$ cat src/rtl/mrx_pkg.sv
package mrx_pkg;
  typedef enum logic {
    ST_HUNT = 1'b0,
    ST_DATA = 1'b1
  } mrx_state_e;

  // three high half-cells then three low half-cells, oldest on the left
  localparam logic [5:0] SYNC_PAT = 6'b111000;
  localparam int SYNC_LEN = 6;
endpackage

$ cat src/rtl/mrx_line_sync.sv
module mrx_line_sync #(
  parameter int STAGES = 2
) (
  input  logic clk,
  input  logic rst_n,
  input  logic din,
  output logic lvl,
  output logic edge_o
);
  // chain[STAGES-1] is the synchronized level, chain[STAGES] its previous value
  logic [STAGES:0] chain;

  always_ff @(posedge clk or negedge rst_n) begin
    if (!rst_n) chain <= '0;
    else        chain <= {chain[STAGES-1:0], din};
  end

  assign lvl    = chain[STAGES-1];
  assign edge_o = chain[STAGES-1] ^ chain[STAGES];
endmodule

$ cat src/rtl/mrx_phase.sv
module mrx_phase #(
  parameter int OSR = 8
) (
  input  logic clk,
  input  logic rst_n,
  input  logic lvl,
  input  logic edge_i,
  output logic tok_o,
  output logic tok_lvl_o
);
  localparam int PW  = (OSR > 2) ? $clog2(OSR) : 1;
  localparam int MID = OSR / 2;

  logic [PW-1:0] phase;

  always_ff @(posedge clk or negedge rst_n) begin
    if (!rst_n) begin
      phase     <= '0;
      tok_o     <= 1'b0;
      tok_lvl_o <= 1'b0;
    end else begin
      if (edge_i)                        phase <= '0;
      else if (phase == PW'(OSR - 1))    phase <= '0;
      else                               phase <= phase + 1'b1;
      tok_o     <= !edge_i && (phase == PW'(MID - 1));
      tok_lvl_o <= lvl;
    end
  end

  AST_TOKEN_SPACED: assert property (@(posedge clk) disable iff (!rst_n)
    tok_o |=> !tok_o);
endmodule

$ cat src/rtl/mrx_framer.sv
module mrx_framer
  import mrx_pkg::*;
#(
  parameter int NBITS = 6
) (
  input  logic             clk,
  input  logic             rst_n,
  input  logic             tok_i,
  input  logic             lvl_i,
  output logic             good_o,
  output logic             bad_o,
  output logic [NBITS-1:0] word_o
);
  localparam int FRAME_TOK = SYNC_LEN + 2 * NBITS;
  localparam int HW        = $clog2(FRAME_TOK);
  localparam int CW        = $clog2(2 * NBITS);

  mrx_state_e       state;
  logic [4:0]       win;
  logic [5:0]       look;
  logic [HW-1:0]    hunt_cnt;
  logic [CW-1:0]    hcnt;
  logic             first;
  logic [NBITS-1:0] sr;

  assign look = {win, lvl_i};

  always_ff @(posedge clk or negedge rst_n) begin
    if (!rst_n) begin
      state    <= ST_HUNT;
      win      <= '0;
      hunt_cnt <= '0;
      hcnt     <= '0;
      first    <= 1'b0;
      sr       <= '0;
      good_o   <= 1'b0;
      bad_o    <= 1'b0;
      word_o   <= '0;
    end else begin
      good_o <= 1'b0;
      bad_o  <= 1'b0;
      if (tok_i) begin
        win <= look[4:0];
        case (state)
          ST_HUNT: begin
            if (look == SYNC_PAT) begin
              state    <= ST_DATA;
              hcnt     <= '0;
              hunt_cnt <= '0;
            end else if (hunt_cnt == HW'(FRAME_TOK - 1)) begin
              bad_o    <= 1'b1;
              hunt_cnt <= '0;
            end else begin
              hunt_cnt <= hunt_cnt + 1'b1;
            end
          end
          ST_DATA: begin
            if (!hcnt[0]) begin
              first <= lvl_i;
              hcnt  <= hcnt + 1'b1;
            end else if (lvl_i == first) begin
              bad_o <= 1'b1;
              state <= ST_HUNT;
            end else begin
              sr <= {first, sr[NBITS-1:1]};
              if (hcnt == CW'(2 * NBITS - 1)) begin
                good_o <= 1'b1;
                word_o <= {first, sr[NBITS-1:1]};
                state  <= ST_HUNT;
              end else begin
                hcnt <= hcnt + 1'b1;
              end
            end
          end
          default: state <= ST_HUNT;
        endcase
      end
    end
  end

  AST_EVENT_AFTER_TOKEN: assert property (@(posedge clk) disable iff (!rst_n)
    (good_o || bad_o) |-> $past(tok_i));
endmodule

$ cat src/rtl/mrx_lock.sv
module mrx_lock #(
  parameter int NBITS    = 6,
  parameter int LOCK_N   = 2,
  parameter int UNLOCK_N = 2
) (
  input  logic             clk,
  input  logic             rst_n,
  input  logic             good_i,
  input  logic             bad_i,
  input  logic [NBITS-1:0] word_i,
  output logic [NBITS-1:0] gate_o,
  output logic             strobe_o,
  output logic             locked_o
);
  localparam int GW = $clog2(LOCK_N + 1);
  localparam int BW = $clog2(UNLOCK_N + 1);

  logic [GW-1:0] good_run;
  logic [BW-1:0] bad_run;

  always_ff @(posedge clk or negedge rst_n) begin
    if (!rst_n) begin
      good_run <= '0;
      bad_run  <= '0;
      locked_o <= 1'b0;
      gate_o   <= '0;
      strobe_o <= 1'b0;
    end else begin
      strobe_o <= 1'b0;
      if (good_i) begin
        bad_run <= '0;
        if (good_run != GW'(LOCK_N)) good_run <= good_run + 1'b1;
        if (locked_o || good_run >= GW'(LOCK_N - 1)) begin
          locked_o <= 1'b1;
          gate_o   <= word_i;
          strobe_o <= 1'b1;
        end
      end else if (bad_i) begin
        good_run <= '0;
        if (bad_run != BW'(UNLOCK_N)) bad_run <= bad_run + 1'b1;
        if (bad_run >= BW'(UNLOCK_N - 1)) begin
          locked_o <= 1'b0;
          gate_o   <= '0;
        end
      end
    end
  end

  AST_GATES_OFF_UNLOCKED: assert property (@(posedge clk) disable iff (!rst_n)
    !locked_o |-> (gate_o == '0));
  AST_STROBE_LOCKED: assert property (@(posedge clk) disable iff (!rst_n)
    strobe_o |-> locked_o);
  AST_GATE_CHANGE_MARKED: assert property (@(posedge clk) disable iff (!rst_n)
    (gate_o != $past(gate_o)) |-> (strobe_o || !locked_o));
  AST_LOCK_RISE_ON_GOOD: assert property (@(posedge clk) disable iff (!rst_n)
    $rose(locked_o) |-> $past(good_i));
  AST_LOCK_FALL_ON_BAD: assert property (@(posedge clk) disable iff (!rst_n)
    $fell(locked_o) |-> $past(bad_i));
endmodule

$ cat src/rtl/mrx_gate_rx.sv
module mrx_gate_rx #(
  parameter int OSR      = 8,
  parameter int NBITS    = 6,
  parameter int SYNC_FF  = 2,
  parameter int LOCK_N   = 2,
  parameter int UNLOCK_N = 2
) (
  input  logic             clk,
  input  logic             rst_n,
  input  logic             ser_in,
  output logic [NBITS-1:0] gate,
  output logic             frame_valid,
  output logic             locked
);
  logic             line_lvl, line_edge;
  logic             tok, tok_lvl;
  logic             good, bad;
  logic [NBITS-1:0] word;

  mrx_line_sync #(.STAGES(SYNC_FF)) u_sync (
    .clk(clk), .rst_n(rst_n), .din(ser_in), .lvl(line_lvl), .edge_o(line_edge)
  );

  mrx_phase #(.OSR(OSR)) u_phase (
    .clk(clk), .rst_n(rst_n), .lvl(line_lvl), .edge_i(line_edge),
    .tok_o(tok), .tok_lvl_o(tok_lvl)
  );

  mrx_framer #(.NBITS(NBITS)) u_framer (
    .clk(clk), .rst_n(rst_n), .tok_i(tok), .lvl_i(tok_lvl),
    .good_o(good), .bad_o(bad), .word_o(word)
  );

  mrx_lock #(.NBITS(NBITS), .LOCK_N(LOCK_N), .UNLOCK_N(UNLOCK_N)) u_lock (
    .clk(clk), .rst_n(rst_n), .good_i(good), .bad_i(bad), .word_i(word),
    .gate_o(gate), .strobe_o(frame_valid), .locked_o(locked)
  );
endmodule

$ cat config.mk
export PLATFORM = sky130hd
export DESIGN_NAME = mrx_gate_rx
export DESIGN_NICKNAME = d
export VERILOG_FILES = /design/src/rtl/mrx_pkg.sv /design/src/rtl/mrx_line_sync.sv /design/src/rtl/mrx_phase.sv /design/src/rtl/mrx_framer.sv /design/src/rtl/mrx_lock.sv /design/src/rtl/mrx_gate_rx.sv
export SDC_FILE = /design/constraint.sdc
export NUM_CORES = 1
export LEC_CHECK = 0
export BUFFER_PORTS_ARGS = -buffer_cell sky130_fd_sc_hd__clkbuf_2
export CORE_MARGIN = 2
export CORE_UTILIZATION = 54
export DETAILED_ROUTE_END_ITERATION = 12
export GPL_TIMING_DRIVEN = 0
export PLACE_DENSITY = 0.72
export RECOVER_POWER = 25
export SYNTH_ARGS = -nofsm -noshare
export SYNTH_HDL_FRONTEND = slang
export SYNTH_SLANG_ARGS = --single-unit
$ cat constraint.sdc
create_clock -name clk -period 4.47 [get_ports clk]
set_input_delay 0.6705 -clock clk [delete_from_list [all_inputs] [get_ports clk]]
set_output_delay 0.6705 -clock clk [all_outputs]
set_load 0.1 [all_outputs]
Yosys cells after proc, flatten, opt, wreduce, memory -nomap -nowiden --
Index checks and enable logic that the tools add are counted.
Storage, ports and cells: input port bits 3, memories 0, bits in registers 50, bits in read-only memories 0, RAM bits 0, latch bits 0
Cells by class: shifts and indexed selects 0, multiply operators 0, div/mod/pow operators 0, add/subtract/negate cells 5, $lt $le $gt $ge 2, bitwise operators 4, equal/unequal tests 13, multiplexer cells 41, reductions and logical operators 15
Operator list (number):
- $mux W6 | 4
- $mux W1 | 20
- $mux W4 | 4
- $mux W2 | 6
- $mux W5 | 2
- $pmux W4 S2 | 1
- $reduce_and A2 Y1 | 4
- $reduce_and A4 Y1 | 2
- $eq A6 B6 Y1 const B | 1
- $mux W3 | 2
- $ne A2 B1 Y1 const B | 3
- $ne A3 B3 Y1 const B | 2
- $reduce_and A3 Y1 | 2
- $reduce_bool A2 Y1 | 3
- $add A5 B1 Y5 const B | 1
- $eq A5 B5 Y1 const B | 1
- $reduce_and A5 Y1 | 1
- $add A2 B1 Y2 const B | 2
- $add A4 B1 Y4 const B | 1
- $eq A4 B4 Y1 const B | 1
- $ge A2 B1 Y1 const B | 2
- $ne A2 B2 Y1 const B | 2
- $pmux W1 S2 | 2
- $add A3 B1 Y3 const B | 1
- other kinds (8) | 10

Longest topological paths before layout --
depth after elaboration 6, gate-level depth with buffers 6, mapped depth without buffers 6

By module --
A second synthesis with hierarchy kept.
Unflattened totals: cell total of the unflattened synthesis 187, area total of the unflattened synthesis 2336.0 um2
By module, submodules not included:
- mrx_framer | sequential area each 725.7 um2, area each 1412.6 um2, cells each 119, instances 1
- mrx_lock | sequential area each 300.3 um2, area each 640.6 um2, cells each 51, instances 1
- mrx_phase | sequential area each 125.1 um2, area each 198.9 um2, cells each 13, instances 1
- mrx_line_sync | sequential area each 75.1 um2, area each 83.8 um2, cells each 4, instances 1

Least setup slack after synthesis --
OpenSTA, ideal clock, no wires.
path kind reg-to-reg, from reg u_lock.locked_o, to reg u_lock.gate_o[0], required time 4.347 ns, stages on the path, launching flop included 5, buffers on the path 0, arrival 1.689 ns, setup slack 2.658 ns, library setup time 0.123 ns, cells stage by stage dfrtp_1 -> inv_1 -> a21boi_2 -> nor2_1 -> a22o_1
On the way: longest elaborated chain between the ends 3
RTL lines:
- start, declared | RTL line mrx_lock.sv:13 | output logic locked_o
- start signal, assigned | RTL line mrx_lock.sv:25 | locked_o <= 1'b0;
- start signal, assigned | RTL line mrx_lock.sv:34 | locked_o <= 1'b1;
- start signal, assigned | RTL line mrx_lock.sv:42 | locked_o <= 1'b0;
- $logic_or A1 B1 Y1 | RTL line mrx_lock.sv:33 | if (locked_o || good_run >= GW'(LOCK_N - 1)) begin
- $ne A2 B1 Y1 (no source line)
- $reduce_and A3 Y1 (no source line)
- end signal, assigned | RTL line mrx_lock.sv:35 | gate_o <= word_i;
- end, declared | RTL line mrx_lock.sv:11 | output logic [NBITS-1:0] gate_o,
Every way passes these cells. A chain may end at the register's enable or synchronous reset.

==> metrics.txt <==
Yosys reg bits 48; vias in the first global route 1451; 1st-iter DRT viols 77; CTS tree done; post_cts resized 0; worst skew pair latency 300 ps; area share of the largest cell type after synthesis 0.552; Row Count 23; Post-Syn Nets 196; # H-tree levels 2; Worst Path Required 4390 ps; register area 1200 um2; worst-margin pin slew 2400 ps; Detail Placement HPWL 2400 um; CP max stage delay 1670 ps; Final ANT Viol Nets 0; post-synth top area cell dfrtp_1; Remaining DRCs 0; multi-input logic area 905 um2; Power Dens Cells 371 nW/um2; fillcell total 315; Final #Nets 213; Setup violations, final 0; top cell family by delay on the critical path buffers and inverters; first-pass GRT wire length 6200 um; Synth top cells by count dfrtp_1, mux2_2, nand2_1; Worst Skew 6.12 ps; RSZ-0062 raised after global routing no; Netlist Area Pre-Place 2170 um2; CTS Buf Count 5; clock root cell clkbuf_8; slowest CP cell clkbuf_1; overall routing resource usage 0.186; Achievable Freq 407 MHz; ratio of cells with drive above 1 in the final layout 0.189; synthesized instance count 183; initial core utilization 0.552; Synth cell types 41; mean area per synthesized cell 11.9 um2; global placement routability congestion 0.864; ANT cells 0; largest net degree at the start of global routing 49; max-cap check violation count 1; vias per inst 5.59; Worst Setup End Kind asynchronous set/reset pin; Synth Flop Type dfrtp_1; die width 67.5 um; Leak Pwr 1.15 nW; Hold Path Class flip-flop to flip-flop; synthesis-to-layout area growth 10.2%; headroom to the max-slew limit -0.602; CP Max Fanout 48; most common cell in the netlist dfrtp_1; Final Core Density 0.608; TritonRoute pass-1 iters 4; CP Cell Sequence clkbuf_1; Setup crit start kind input pin; Post-CTS Hold Fix Bufs 0; Post-synth EDFFs 0; drt wl/cell 13.4 um; clk slew on worst S/H paths 80 ps; Core Area 3940 um2; peak supply drop 0.229 mV; final hold slack 355 ps; Post-synth ARST share 1.00; WP buf/inv 1; Final Cycle Share 0.550; gr ovfl total 0; die area 4550 um2; via count 1403; Routed WL 3350 um; Ys Warns 0; minimum clock period 2460 ps; Ports 11; CP Class input pin to asynchronous set/reset pin; Setup Buffers After CTS 0; antenna violations before repair 0; Fin. Hold Viols 0; Max Buffers Root-to-Sink 2; synth top area cells dfrtp_1, mux2_2, ha_1; WP data arrival 2380 ps; outcome finished with violations; # port buffers 10; fin. max-slew vios 49; Sum Neg Setup Slack 0 ps; failing checks max-capacitance violations, max-slew violations; register area share after synthesis 0.552; clock sink count 48; Die Span Y 67.5 um
## per-stage QoR
step	power, mW	instances	worst slack, ps	instance area, um2
after floorplan	0.559	183	2660	2170
final	0.888	251	2010	2400
after global placement	0.578	243	2800	2290
after detailed placement	0.587	243	2740	2290
after CTS	0.903	251	2640	2400
after global routing	0.938	251	1490	2400
## flip-flops by register name, summed over array words and instances (netlist names)
| register | flops |
|---|---|
| u_framer.bad_o | 1 |
| u_framer.first | 1 |
| u_framer.good_o | 1 |
| u_framer.hcnt | 4 |
| u_framer.hunt_cnt | 5 |
| u_framer.sr | 5 |
| u_framer.state | 1 |
| u_framer.win | 5 |
| u_framer.word_o | 6 |
| u_lock.bad_run | 2 |
| u_lock.gate_o | 6 |
| u_lock.good_run | 2 |
| u_lock.locked_o | 1 |
| u_lock.strobe_o | 1 |
| u_phase.phase | 3 |
| u_phase.tok_lvl_o | 1 |
| u_phase.tok_o | 1 |
| u_sync.chain | 2 |
## layer usage
layer | global-route usage | part of all wire
met3 | 0.0417 | 0.038
met4 | 0.110 | 0.030
met5 | 0 | 0
met1 | 0.209 | 0.42
met2 | 0.320 | 0.52
## placed cells by master (no fill, tap or decap), types with 2 or more instances in the layout
cell type  Yosys  layout
and2_1         4       2
o31ai_1        4       4
nand3_1        5       5
clkbuf_8       0       5
and3_1         3       3
nand2_1       15      15
o2bb2ai_1      2       2
nor2b_1        2       2
nand2b_1       5       5
o21ai_0        8       8
mux2_2        15      15
nor3_1         4       4
inv_1          8       8
a22o_1         7       7
xnor2_1        2       2
dfrtp_1       48      48
ha_1          10      10
a21oi_1        8       8
and2_0         0       2
nor2_1         5       5
clkbuf_1       6       7
clkbuf_2       1      10
## final timing paths
check	startpoint	endpoint	slack, ps	cells after the start
worst max register to register	u_framer.good_o	u_lock.gate_o[0]	2430	4
worst min register to register	u_sync.chain[0]	u_sync.chain[1]	360	0
worst min-delay path	u_sync.chain[0]	u_sync.chain[1]	360	0
max in group clk	u_framer.good_o	u_lock.gate_o[0]	2430	4
min in group asynchronous	rst_n	u_lock.gate_o[1]	1080	1
worst max-delay path	rst_n	u_framer.win[3]	2010	1
## power breakdown
group / total (mW) / switching [mW] / internal, mW
sequential: 0.502 / 0.0320 / 0.470
combinational: 0.0747 / 0.0375 / 0.0372
clock: 0.312 / 0.143 / 0.168
total: 0.888 / 0.213 / 0.675
## area by class of cell
cell class	instances	area share
timing repair buffer	10	0.0204
clock inverter	3	0.0193
inverter	8	0.0125
multi-input combinational	119	0.377
tap	50	0.0261
sequential	48	0.501
clock buffer	5	0.0287
buffer	8	0.0146
## cells by family after synthesis
kind of cell,Yosys count,synth area share
AO/OA/AOI/OAI,37,0.121
XOR/XNOR,4,0.0196
adder cells (fa/ha/maj),10,0.0575
buffers and inverters,16,0.0299
flip-flops,48,0.552
multiplexers,17,0.0875
AND/OR/NAND/NOR,51,0.132
No activity file was read; power rests on OpenSTA's default activity.
